File: config.mk
export PLATFORM = sky130hd
export DESIGN_NAME = twoWireMemSlave
export DESIGN_NICKNAME = d
export VERILOG_FILES = /design/src/rtl/twsPkg.sv /design/src/rtl/twsDatapath.sv /design/src/rtl/twsControl.sv /design/src/rtl/twoWireMemSlave.sv
export SDC_FILE = /design/constraint.sdc
export NUM_CORES = 1
export LEC_CHECK = 0
export BUFFER_PORTS_ARGS = -buffer_cell sky130_fd_sc_hd__buf_2
export CORE_MARGIN = 2
export CORE_UTILIZATION = 60
export CTS_BUF_LIST = sky130_fd_sc_hd__clkbuf_4 sky130_fd_sc_hd__clkbuf_8
export DETAILED_ROUTE_END_ITERATION = 8
export HOLD_SLACK_MARGIN = 0.06
export PLACE_DENSITY = 0.85
export SKIP_LAST_GASP = 1
export SYNTH_ARGS = -nofsm -noshare
export SYNTH_HDL_FRONTEND = slang
export SYNTH_SLANG_ARGS = --single-unit
File: constraint.sdc
create_clock -name clk -period 3 [get_ports clk]
set_clock_uncertainty 0.2 [all_clocks]
set_input_delay 0.3 -clock clk [delete_from_list [all_inputs] [get_ports clk]]
set_output_delay 0.3 -clock clk [all_outputs]
set_load 0.03 [all_outputs]
File: src/rtl/twsPkg.sv
package twsPkg;
  localparam int BYTE_W = 8;
  localparam int CNT_W  = $clog2(BYTE_W);

  typedef enum logic [2:0] {
    S_IDLE, S_DEV, S_ADDR, S_WDAT, S_ACK, S_TX, S_MACK
  } twsState_t;

  // Bus events found on the synchronised pins
  typedef struct packed {
    logic sclRise;
    logic sclFall;
    logic startDet;
    logic stopDet;
  } busEv_t;

  // Strobes from control to datapath
  typedef struct packed {
    logic ptrLoad;
    logic ptrInc;
    logic txLoad;
    logic txShift;
  } dpCtl_t;
endpackage

File: src/rtl/twsDatapath.sv
module twsDatapath
  import twsPkg::*;
#(
  parameter int SYNC_STAGES = 2
) (
  input  logic              clk,
  input  logic              rstN,
  input  logic              sclIn,
  input  logic              sdaIn,
  input  dpCtl_t            ctl,
  input  logic [BYTE_W-1:0] memRdData,
  output busEv_t            ev,
  output logic              sdaBit,
  output logic [BYTE_W-1:0] rxByte,
  output logic              txBit,
  output logic [BYTE_W-1:0] ptr
);
  logic [SYNC_STAGES-1:0] sclSync, sdaSync;
  logic sclNow, sdaNow, sclPrev, sdaPrev;
  logic [BYTE_W-1:0] txReg;

  assign sclNow = sclSync[SYNC_STAGES-1];
  assign sdaNow = sdaSync[SYNC_STAGES-1];

  always_ff @(posedge clk or negedge rstN) begin
    if (!rstN) begin
      sclSync <= '1;
      sdaSync <= '1;
      sclPrev <= 1'b1;
      sdaPrev <= 1'b1;
    end else begin
      sclSync <= {sclSync[SYNC_STAGES-2:0], sclIn};
      sdaSync <= {sdaSync[SYNC_STAGES-2:0], sdaIn};
      sclPrev <= sclNow;
      sdaPrev <= sdaNow;
    end
  end

  always_comb begin
    ev.sclRise  = sclNow & ~sclPrev;
    ev.sclFall  = ~sclNow & sclPrev;
    ev.startDet = sclNow & sclPrev & sdaPrev & ~sdaNow;
    ev.stopDet  = sclNow & sclPrev & ~sdaPrev & sdaNow;
  end

  always_ff @(posedge clk or negedge rstN) begin
    if (!rstN) begin
      rxByte <= '0;
      txReg  <= '1;
      ptr    <= '0;
    end else begin
      if (ev.sclRise) rxByte <= {rxByte[BYTE_W-2:0], sdaNow};
      if (ctl.txLoad)       txReg <= memRdData;
      else if (ctl.txShift) txReg <= {txReg[BYTE_W-2:0], 1'b1};
      if (ctl.ptrLoad)      ptr <= rxByte;
      else if (ctl.ptrInc)  ptr <= ptr + 1'b1;
    end
  end

  assign sdaBit = sdaNow;
  assign txBit  = txReg[BYTE_W-1];
endmodule

File: src/rtl/twsControl.sv
module twsControl
  import twsPkg::*;
#(
  parameter logic [3:0] DEV_CODE = 4'b1010
) (
  input  logic              clk,
  input  logic              rstN,
  input  busEv_t            ev,
  input  logic              sdaBit,
  input  logic [BYTE_W-1:0] rxByte,
  input  logic              txBit,
  input  logic [2:0]        strapAddr,
  input  logic              memBusy,
  output dpCtl_t            ctl,
  output logic              sdaDrvLow,
  output logic              memWrEn,
  output logic              memRdEn
);
  localparam logic [CNT_W-1:0] LAST_BIT = CNT_W'(BYTE_W - 1);

  twsState_t state, stN, afterAck, afterAckN;
  logic [CNT_W-1:0] bitCnt, cntN;
  logic byteDone, doneN, mAck, mAckN;
  logic devHit;

  assign devHit = (rxByte[BYTE_W-1:1] == {DEV_CODE, strapAddr});

  always_comb begin
    stN       = state;
    afterAckN = afterAck;
    cntN      = bitCnt;
    doneN     = byteDone;
    mAckN     = mAck;
    ctl       = '0;
    memWrEn   = 1'b0;
    memRdEn   = 1'b0;
    if (ev.startDet) begin
      stN   = S_DEV;
      cntN  = '0;
      doneN = 1'b0;
    end else if (ev.stopDet) begin
      stN = S_IDLE;
    end else begin
      case (state)
        S_DEV, S_ADDR, S_WDAT: begin
          if (ev.sclRise && !byteDone) begin
            cntN = bitCnt + 1'b1;
            if (bitCnt == LAST_BIT) doneN = 1'b1;
          end else if (ev.sclFall && byteDone) begin
            doneN = 1'b0;
            cntN  = '0;
            if (state == S_DEV) begin
              if (devHit && !memBusy) begin
                stN = S_ACK;
                if (rxByte[0]) begin
                  afterAckN  = S_TX;
                  memRdEn    = 1'b1;
                  ctl.ptrInc = 1'b1;
                end else begin
                  afterAckN = S_ADDR;
                end
              end else begin
                stN = S_IDLE;
              end
            end else if (state == S_ADDR) begin
              stN         = S_ACK;
              afterAckN   = S_WDAT;
              ctl.ptrLoad = 1'b1;
            end else begin
              stN        = S_ACK;
              afterAckN  = S_WDAT;
              memWrEn    = 1'b1;
              ctl.ptrInc = 1'b1;
            end
          end
        end
        S_ACK: if (ev.sclFall) begin
          stN  = afterAck;
          cntN = '0;
          if (afterAck == S_TX) ctl.txLoad = 1'b1;
        end
        S_TX: if (ev.sclFall) begin
          if (bitCnt == LAST_BIT) begin
            stN  = S_MACK;
            cntN = '0;
          end else begin
            ctl.txShift = 1'b1;
            cntN        = bitCnt + 1'b1;
          end
        end
        S_MACK: begin
          if (ev.sclRise) begin
            mAckN = ~sdaBit;
            if (!sdaBit) begin
              memRdEn    = 1'b1;
              ctl.ptrInc = 1'b1;
            end
          end else if (ev.sclFall) begin
            if (mAck) begin
              stN        = S_TX;
              ctl.txLoad = 1'b1;
            end else begin
              stN = S_IDLE;
            end
          end
        end
        default: ;
      endcase
    end
  end

  always_ff @(posedge clk or negedge rstN) begin
    if (!rstN) begin
      state    <= S_IDLE;
      afterAck <= S_IDLE;
      bitCnt   <= '0;
      byteDone <= 1'b0;
      mAck     <= 1'b0;
    end else begin
      state    <= stN;
      afterAck <= afterAckN;
      bitCnt   <= cntN;
      byteDone <= doneN;
      mAck     <= mAckN;
    end
  end

  assign sdaDrvLow = (state == S_ACK) | ((state == S_TX) & ~txBit);
endmodule

File: src/rtl/twoWireMemSlave.sv
module twoWireMemSlave
  import twsPkg::*;
#(
  parameter int         SYNC_STAGES = 2,
  parameter logic [3:0] DEV_CODE    = 4'b1010
) (
  input  logic              clk,
  input  logic              rstN,
  input  logic              sclIn,
  input  logic              sdaIn,
  input  logic [2:0]        strapAddr,
  output logic              sdaDrvLow,
  input  logic              memBusy,
  output logic              memWrEn,
  output logic              memRdEn,
  output logic [BYTE_W-1:0] memAddr,
  output logic [BYTE_W-1:0] memWrData,
  input  logic [BYTE_W-1:0] memRdData
);
  busEv_t ev;
  dpCtl_t ctl;
  logic sdaBit, txBit;
  logic [BYTE_W-1:0] rxByte;

  twsDatapath #(.SYNC_STAGES(SYNC_STAGES)) dp_i (
    .clk(clk), .rstN(rstN), .sclIn(sclIn), .sdaIn(sdaIn), .ctl(ctl),
    .memRdData(memRdData), .ev(ev), .sdaBit(sdaBit), .rxByte(rxByte),
    .txBit(txBit), .ptr(memAddr)
  );

  twsControl #(.DEV_CODE(DEV_CODE)) ctl_i (
    .clk(clk), .rstN(rstN), .ev(ev), .sdaBit(sdaBit), .rxByte(rxByte),
    .txBit(txBit), .strapAddr(strapAddr), .memBusy(memBusy), .ctl(ctl),
    .sdaDrvLow(sdaDrvLow), .memWrEn(memWrEn), .memRdEn(memRdEn)
  );

  assign memWrData = rxByte;
endmodule

==> results.cfg, run 1 <==
[place]
gp_congestion = 0.923
portBuffers = 34
place_hpwl_um = 3360
placed_area_mm2 = 0.00237

[synth]
synthMuxAreaShare = 0.0234
synth.most_common_cell = nand2_1
yosysSeqAreaShare = 0.477
yosys.area_share.simple = 0.248
synth_compound_area_frac = 0.172
synth_seq_cells = 41
synthFlopType = dfrtp_1
synth_top_family_by_area = simple AND/OR/NAND/NOR gates
avgSynthCellArea_um2 = 9.27
synthArstFlopShare = 1.00
yosysWarnings = 0
synth_top_area_cell = dfrtp_1
syn_nets = 255
synth_common_cells = 52 x nand2_1, 27 x dfrtp_1, 20 x o21ai_0
synth_fa_ha_area_frac = 0.0172
synth_cells = 236
synth.area.top_cells = dfrtp_1 31%, dfstp_2 17%, nand2_1 8.9%
synth_edf_count = 0
yosysTopAreaCellShare = 0.309
synthXorXnorAreaFrac = 0.0280
syn-cell-area_mm2 = 0.00219
ys_types = 52

[timing]
rsz0062_at_grt = false
period_share = 0.880
drv_slew = 0
relSlewSlack = 0.424
min_period_ns = 2.64
finalSetupViolations = 0
tns_ns = 0
fmax_mhz = 379
hold_violations = 0
worst_slew_pin_slew_ns = 0.864
holdWs_ns = 0.164

[final_layout]
finalInstanceArea_mm2 = 0.00256
drive_gt1_frac = 0.240
layout.nets = 297
fillCellCount = 269
area_delta_synth_final_pct = 17.0
utilization = 0.749
n_antenna_cell = 0

[global_route]
grt_pass1_wl_um = 8140
grt_max_degree = 42
grt_pass1_vias = 1760
grt_usage = 0.252
antenna_found_initial = 0
overflow = 0

[clock_network]
htree_levels = 2
cts_inserted_buffers = 5
ctsRootBufferMaster = clkbuf_4
cts_resized = 0
clk_pin_slew_ns = 0.11
cts.sink_count = 41
cts_buffer_depth = 2
cts_tree = done
insertion_delay_ns = 0.35

[power]
swShare = 0.398
p_clk_frac = 0.185
power.density_mw_per_mm2 = 780
p_seq_frac = 0.461
p_int_w = 0.00120
power_leakage_nw = 1.19
switchingPower_w = 0.000795
comb_power_share = 0.354
peakVddDrop_uv = 531

[critical_path]
crit_type = reg2out
end_kind = output pin
critPathRequiredTime_ns = 2.50
arrival_ns = 2.14
cp-start-kind = flip-flop
crit_chain = nand2b_1, nor3_1, a41o_1, buf_2
crit_path_max_incr_delay_ns = 0.68
crit_slowest_cell = dfstp_2
crit_fanout = 12
reg2reg_depth = 6

[hold_path]
holdPathStages = 0
hold_path.class = reg2reg

[floorplan]
die_x_um = 64.4
ioPinCount = 35
die-area_mm2 = 0.00415
initial_core_util = 0.641
die_y_um = 64.4
rows = 21
core-area_mm2 = 0.00342

[route]
drc = 0
drt-initial-drc-count = 145
num_vias = 1854
drtAntennaViolNets = 0
avgRoutedWirePerCell_um = 14.7
first_pass_iters = 4
vias_per_cell = 5.70
drt_wl_total_um = 4790

[run_status]
status = finished clean

[flow_run]
drv_cap = 0
-- metrics by stage --
step,total power (W),std cells,worst slack (ns)
finish,0.00200,325,0.360
floorplan,0.00144,236,0.768
global route,0.00213,325,0.218
detailed placement,0.00162,306,0.532
global placement,0.00159,306,0.677
CTS,0.00200,325,0.388
-- path summary, 6_finish.rpt --
kind | from | endpoint | slack [ns]
worst min register to register | dp_i.sclSync[0] | dp_i.sclSync[1] | 0.16
worst min-delay path | dp_i.sclSync[0] | dp_i.sclSync[1] | 0.16
max in group asynchronous | rstN | dp_i.rxByte[0] | 1.68
worst max-delay path | dp_i.sclSync[1] | memRdEn | 0.36
worst max register to register | dp_i.sclSync[1] | dp_i.ptr[5] | 0.46
min in group asynchronous | rstN | dp_i.ptr[2] | 0.38
-- layout make-up --
type	count	area (µm²)	share of cell area
sequential	41	1040	0.408
clock inverter	2	38.8	0.0152
clock buffer	6	45.0	0.0176
inverter	7	26.3	0.0103
tap	46	57.6	0.0225
timing repair buffer	45	280	0.109
multi-input combinational	178	1070	0.417
-- power groups by stage --
stage | Clock, W | Combinational (W) | Sequential (W)
2_1_floorplan | 0 | 0.000482 | 0.000956
3_3_place_gp | 0 | 0.000672 | 0.000919
3_5_place_dp | 0 | 0.000691 | 0.000926
4_1_cts | 0.000370 | 0.000708 | 0.000918
5_1_grt | 0.000392 | 0.000786 | 0.000950
6_report | 0.000369 | 0.000708 | 0.000921
-- logic make-up after synthesis --
kind of cell | after synthesis
AND/OR/NAND/NOR | 105
adder cells (fa/ha/maj) | 3
buffers and inverters | 17
AO/OA/AOI/OAI | 58
XOR/XNOR | 7
multiplexers | 5
flip-flops | 41
-- sequential cells by signal, summed over array words and instances (netlist names), 2 cells and up --
register / cells
dp_i.ptr: 8
ctl_i.afterAck: 3
ctl_i.state: 3
ctl_i.bitCnt: 3
dp_i.sclSync: 2
dp_i.txReg: 8
dp_i.rxByte: 8
dp_i.sdaSync: 2
-- routing by layer --
| metal | wire [µm] | GRT usage | vias up |
|---|---|---|---|
| met5 | 0 | 0 | - |
| met4 | 93 | 0.0851 | 0 |
| met3 | 209 | 0.0528 | 13 |
| met2 | 2390 | 0.419 | 46 |
| met1 | 2090 | 0.330 | 889 |
| li1 | - | - | 906 |
-- placed cells by master (no fill, tap or decap), types with 2 or more instances in the layout --
| cell type | instances |
|---|---|
| nand3b_1 | 2 |
| nand2_1 | 52 |
| nand3_1 | 6 |
| o31ai_1 | 2 |
| dfstp_2 | 14 |
| dlygate4sd3_1 | 11 |
| mux2i_1 | 4 |
| nor3_1 | 2 |
| o21ai_0 | 20 |
| a21oi_1 | 12 |
| nor2_1 | 14 |
| inv_1 | 7 |
| clkbuf_4 | 6 |
| nand2b_1 | 6 |
| buf_2 | 34 |
| a22oi_1 | 7 |
| ha_1 | 3 |
| nor2b_1 | 4 |
| and3_1 | 2 |
| a41o_1 | 2 |
| or3_1 | 2 |
| xnor2_1 | 6 |
| o21a_1 | 4 |
| a31oi_1 | 3 |
| dfrtp_1 | 27 |
-- worst max-delay path, delay by kind of cell, from the launching register on --
kind	cells	cell delay, ns
simple gates	2	0.75
compound gates	1	0.17
flops	1	0.68
buf+inv	1	0.20
-- timing repair --
item / CTS / global route
hold endpoints to repair: 37 / 0
setup buffers: 0 / 0
hold buffers: 11 / 0
No activity file was read; power rests on OpenSTA's default activity.
==> run 2, diff against run 1 <==
--- a/config.mk
+++ b/config.mk
@@ -10,6 +10,7 @@
 export CORE_UTILIZATION = 60
 export CTS_BUF_LIST = sky130_fd_sc_hd__clkbuf_4 sky130_fd_sc_hd__clkbuf_8
 export DETAILED_ROUTE_END_ITERATION = 8
+export GPL_TIMING_DRIVEN = 0
 export HOLD_SLACK_MARGIN = 0.06
 export PLACE_DENSITY = 0.85
 export SKIP_LAST_GASP = 1
==> results.cfg, run 2 (synthesis gave the netlist of run 1 again) <==
[route]
avgRoutedWirePerCell_um = 15.1
drt_wl_total_um = 5070
drc = 0
first_pass_iters = 4
drtAntennaViolNets = 0
num_vias = 1953
vias_per_cell = 5.83
drt-initial-drc-count = 139

[place]
portBuffers = 34
place_hpwl_um = 3460
placed_area_mm2 = 0.00242
gp_congestion = 0.912
dp_slack_ns = 0.529

[final_layout]
area_delta_synth_final_pct = 19.6
finalInstanceArea_mm2 = 0.00262
drive_gt1_frac = 0.246
fillCellCount = 256
most-common-layout-cells = 52 x nand2_1, 35 x buf_2, 27 x dfrtp_1, 20 x o21ai_0
layout.nets = 307
largest_registers = dp_i.ptr x8, dp_i.rxByte x8, dp_i.txReg x8
n_antenna_cell = 0
final_common_cell = nand2_1

[floorplan]
initial_core_util = 0.641
ioPinCount = 35
core-area_mm2 = 0.00342
die_x_um = 64.4
die_y_um = 64.4
die-area_mm2 = 0.00415
rows = 21

[critical_path]
end_kind = output pin
critPathRequiredTime_ns = 2.50
ff2ff_setup_slack_ns = 0.70
crit_fanout = 10
crit_type = reg2out
cp-start-kind = flip-flop
arrival_ns = 2.32

[timing]
holdWs_ns = 0.166
drv_slew = 0
worst_slew_pin_slew_ns = 0.889
finalSetupViolations = 0
tns_ns = 0
period_share = 0.941
relSlewSlack = 0.407
hold_violations = 0
min_period_ns = 2.82
rsz0062_at_grt = false
fmax_mhz = 354
fin_ws_ns = 0.177

[global_route]
overflow = 0
grt_pass1_vias = 1872
grt_usage = 0.275
antenna_found_initial = 0
grt_pass1_wl_um = 8770
grt_max_degree = 42

[clock_network]
clk_pin_slew_ns = 0.13
cts_tree = done
cts_inserted_buffers = 5
ctsRootBufferMaster = clkbuf_4
insertion_delay_ns = 0.36
postCtsSetupBuffers = 0
cts_buffer_depth = 2
cts.sink_count = 41
htree_levels = 2

[flow_run]
drv_cap = 0

[power]
p_total_w = 0.00205
power_leakage_nw = 1.21
power.density_mw_per_mm2 = 783
peakVddDrop_uv = 641

[run_status]
status = finished clean

[hold_path]
hold_path.class = reg2reg
-- run 2: changes by cell type in the layout (fill, tap and decap cells not counted), sizes merged --
cell | before | now
buf | 34 | 38
clkbuf | 6 | 11
clkinvlp | 0 | 1
-- run 2: repair_timing --
action                                  4_1_cts  5_1_grt
hold buffers                                 11        0
endpoints found under the setup margin        0        1
hold endpoints to repair                     37        0
resized for setup                             0        1
-- run 2: cell type report --
type	instances	area [µm²]	share of cell area
Inverter	7	26.3	0.0100
Clock inverter	3	46.3	0.0177
Multi-Input combinational cell	178	1070	0.411
Tap cell	46	57.6	0.0220
Clock buffer	5	37.5	0.0143
Buffer	10	50.0	0.0191
Timing Repair Buffer	45	280	0.107
Sequential cell	41	1040	0.399
-- run 2: metal layers --
layer	routed length [µm]	vias to the layer above	global-route usage	part of all wire
met2	2540	60	0.457	0.50
met1	2200	960	0.368	0.43
met4	90	0	0.0851	0.018
li1	-	924	-	-
met5	0	-	0	0
met3	238	9	0.0475	0.047
-- run 2: metrics by stage --
step / utilization / cells
after floorplan: - / 236
after global placement: 0.707 / 316
after detailed placement: 0.707 / 316
after CTS: 0.764 / 335
after global routing: 0.766 / 335
final: 0.766 / 335
-- run 2: final timing paths --
kind / start / end / cells after the start
worst max-delay path: ctl_i.state[0] / memRdEn / 5
worst min-delay path: dp_i.sclSync[0] / dp_i.sclSync[1] / 0
worst max register to register: dp_i.sclSync[1] / dp_i.ptr[4] / 7
worst min register to register: dp_i.sclSync[0] / dp_i.sclSync[1] / 0
max in group asynchronous: rstN / dp_i.ptr[0] / 2
min in group asynchronous: rstN / dp_i.rxByte[1] / 2
-- run 2: critical path: stages (launching register included) --
cell	delay, ns
dfrtp_1	0.51
clkbuf_1	0.36
nand3_1	0.23
nor4_2	0.42
a41o_1	0.24
buf_2	0.20
-- run 2: where the power goes --
group | switching [W] | leakage (nW) | internal [W] | total, W
logic | 0.000503 | 0.700 | 0.000304 | 0.000808
registers | 0.000131 | 0.470 | 0.000736 | 0.000867
clock network | 0.000196 | 0.0414 | 0.000177 | 0.000373
==> run 3, diff against run 2 <==
--- a/config.mk
+++ b/config.mk
@@ -6,7 +6,6 @@
 export NUM_CORES = 1
 export LEC_CHECK = 0
 export BUFFER_PORTS_ARGS = -buffer_cell sky130_fd_sc_hd__buf_2
-export CORE_MARGIN = 2
 export CORE_UTILIZATION = 60
 export CTS_BUF_LIST = sky130_fd_sc_hd__clkbuf_4 sky130_fd_sc_hd__clkbuf_8
 export DETAILED_ROUTE_END_ITERATION = 8
==> results.cfg, run 3 (synthesis gave the netlist of run 1 again) <==
[clock_network]
htree_levels = 2
clk_pin_slew_ns = 0.13
ctsRootBufferMaster = clkbuf_4
cts.sink_count = 41
insertion_delay_ns = 0.36
cts_inserted_buffers = 5
cts_buffer_depth = 2
cts_tree = done

[floorplan]
die-area_mm2 = 0.00389
core-area_mm2 = 0.00342
rows = 21
initial_core_util = 0.641
die_y_um = 62.4
die_x_um = 62.4
ioPinCount = 35

[route]
vias_per_cell = 5.64
drt_wl_total_um = 4850
avgRoutedWirePerCell_um = 14.5
first_pass_iters = 4
drtAntennaViolNets = 0
drt-initial-drc-count = 84
num_vias = 1888
drc = 0

[power]
peakVddDrop_uv = 550
power.density_mw_per_mm2 = 777
p_total_w = 0.00203
power_leakage_nw = 1.21

[final_layout]
drive_gt1_frac = 0.246
multi_input_area_mm2 = 0.00107
n_antenna_cell = 0
ff_latch_area_mm2 = 0.00104
area_delta_synth_final_pct = 19.6
fin_cells = 335
final_common_cell = nand2_1
largest_registers = dp_i.ptr x8, dp_i.rxByte x8, dp_i.txReg x8
fillCellCount = 262
layout.nets = 307
most-common-layout-cells = 52 x nand2_1, 35 x buf_2, 27 x dfrtp_1, 20 x o21ai_0

[critical_path]
crit_type = reg2out
crit_chain = clkbuf_1, nand3_1, nor4_2, a41o_1, buf_2
end_kind = output pin
crit_path_max_incr_delay_ns = 0.51
arrival_ns = 2.34
cp.buffers_inverters = 2
critPathRequiredTime_ns = 2.50
crit_fanout = 10
cp-start-kind = flip-flop
critical_path.top_delay_family = simple AND/OR/NAND/NOR gates
crit_slowest_cell = dfrtp_1

[place]
dp_slack_ns = 0.508
portBuffers = 34
place_hpwl_um = 3240
gp_congestion = 0.922
dp.cells = 316

[timing]
drv_slew = 0
holdWs_ns = 0.166
finalSetupViolations = 0
fmax_mhz = 352
min_period_ns = 2.84
period_share = 0.947
fin_ws_ns = 0.160
relSlewSlack = 0.411
hold_violations = 0
tns_ns = 0
rsz0062_at_grt = false
worst_slew_pin_slew_ns = 0.884

[global_route]
antenna_found_initial = 0
grt_max_degree = 42
grt_usage = 0.280
overflow = 0
grt_pass1_vias = 1832
grt_pass1_wl_um = 8390

[flow_run]
drv_cap = 0

[hold_path]
hold_path.class = reg2reg

[run_status]
status = finished clean
## run 3: cell counts in the layout (fill, tap and decap cells not counted)
No cell type changed its count.
## run 3: worst reg2reg max path: cells and delay by family, from the launching register on
family | cells | cell delay, ns
compound gates | 2 | 0.26
flops | 1 | 0.57
buf+inv | 1 | 0.17
simple gates | 4 | 1.02
## run 3: cell type report
| class | count | share of cell area |
|---|---|---|
| clock inverter | 3 | 0.0177 |
| buffer | 10 | 0.0191 |
| clock buffer | 5 | 0.0143 |
| inverter | 7 | 0.0100 |
| sequential | 41 | 0.399 |
| multi-input combinational | 178 | 0.411 |
| timing repair buffer | 45 | 0.107 |
| tap | 46 | 0.0220 |
## run 3: report_power, final
part / switching [W] / internal (W) / total, W / leakage [nW]
registers: 0.000128 / 0.000737 / 0.000864 / 0.470
clock network: 0.000195 / 0.000176 / 0.000372 / 0.0414
logic: 0.000494 / 0.000304 / 0.000797 / 0.700
## run 3: metal layers
| layer | routed length, µm | track usage | vias to the layer above | share of wire |
|---|---|---|---|---|
| met5 | 0 | 0 | - | 0 |
| met4 | 104 | 0.134 | 0 | 0.021 |
| met3 | 233 | 0.0474 | 11 | 0.048 |
| met2 | 2290 | 0.440 | 50 | 0.47 |
| met1 | 2210 | 0.380 | 901 | 0.46 |
| li1 | - | - | 926 | - |
## run 3: stage by stage
step,utilization,cell area [µm²]
global route,0.766,2620
global placement,0.707,2420
finish,0.766,2620
CTS,0.764,2610
floorplan,-,2190
detailed placement,0.707,2420
## run 3: worst paths after layout
path,cells after the start,endpoint,slack (ns),startpoint
max,5,memRdEn,0.16,ctl_i.state[0]
min,0,dp_i.sdaSync[1],0.17,dp_i.sdaSync[0]
min in group asynchronous,2,ctl_i.state[0],0.37,rstN
max reg2reg,7,dp_i.ptr[3],0.71,dp_i.sclSync[1]
min reg2reg,0,dp_i.sdaSync[1],0.17,dp_i.sdaSync[0]
max in group asynchronous,2,ctl_i.afterAck[1],1.67,rstN
## run 3: what timing repair did
item / in CTS / in global routing
endpoints found under the setup margin: 0 / 1
hold buffers: 11 / 0
resized for setup: 0 / 1
hold endpoints to repair: 37 / 0
setup buffers: 0 / 0
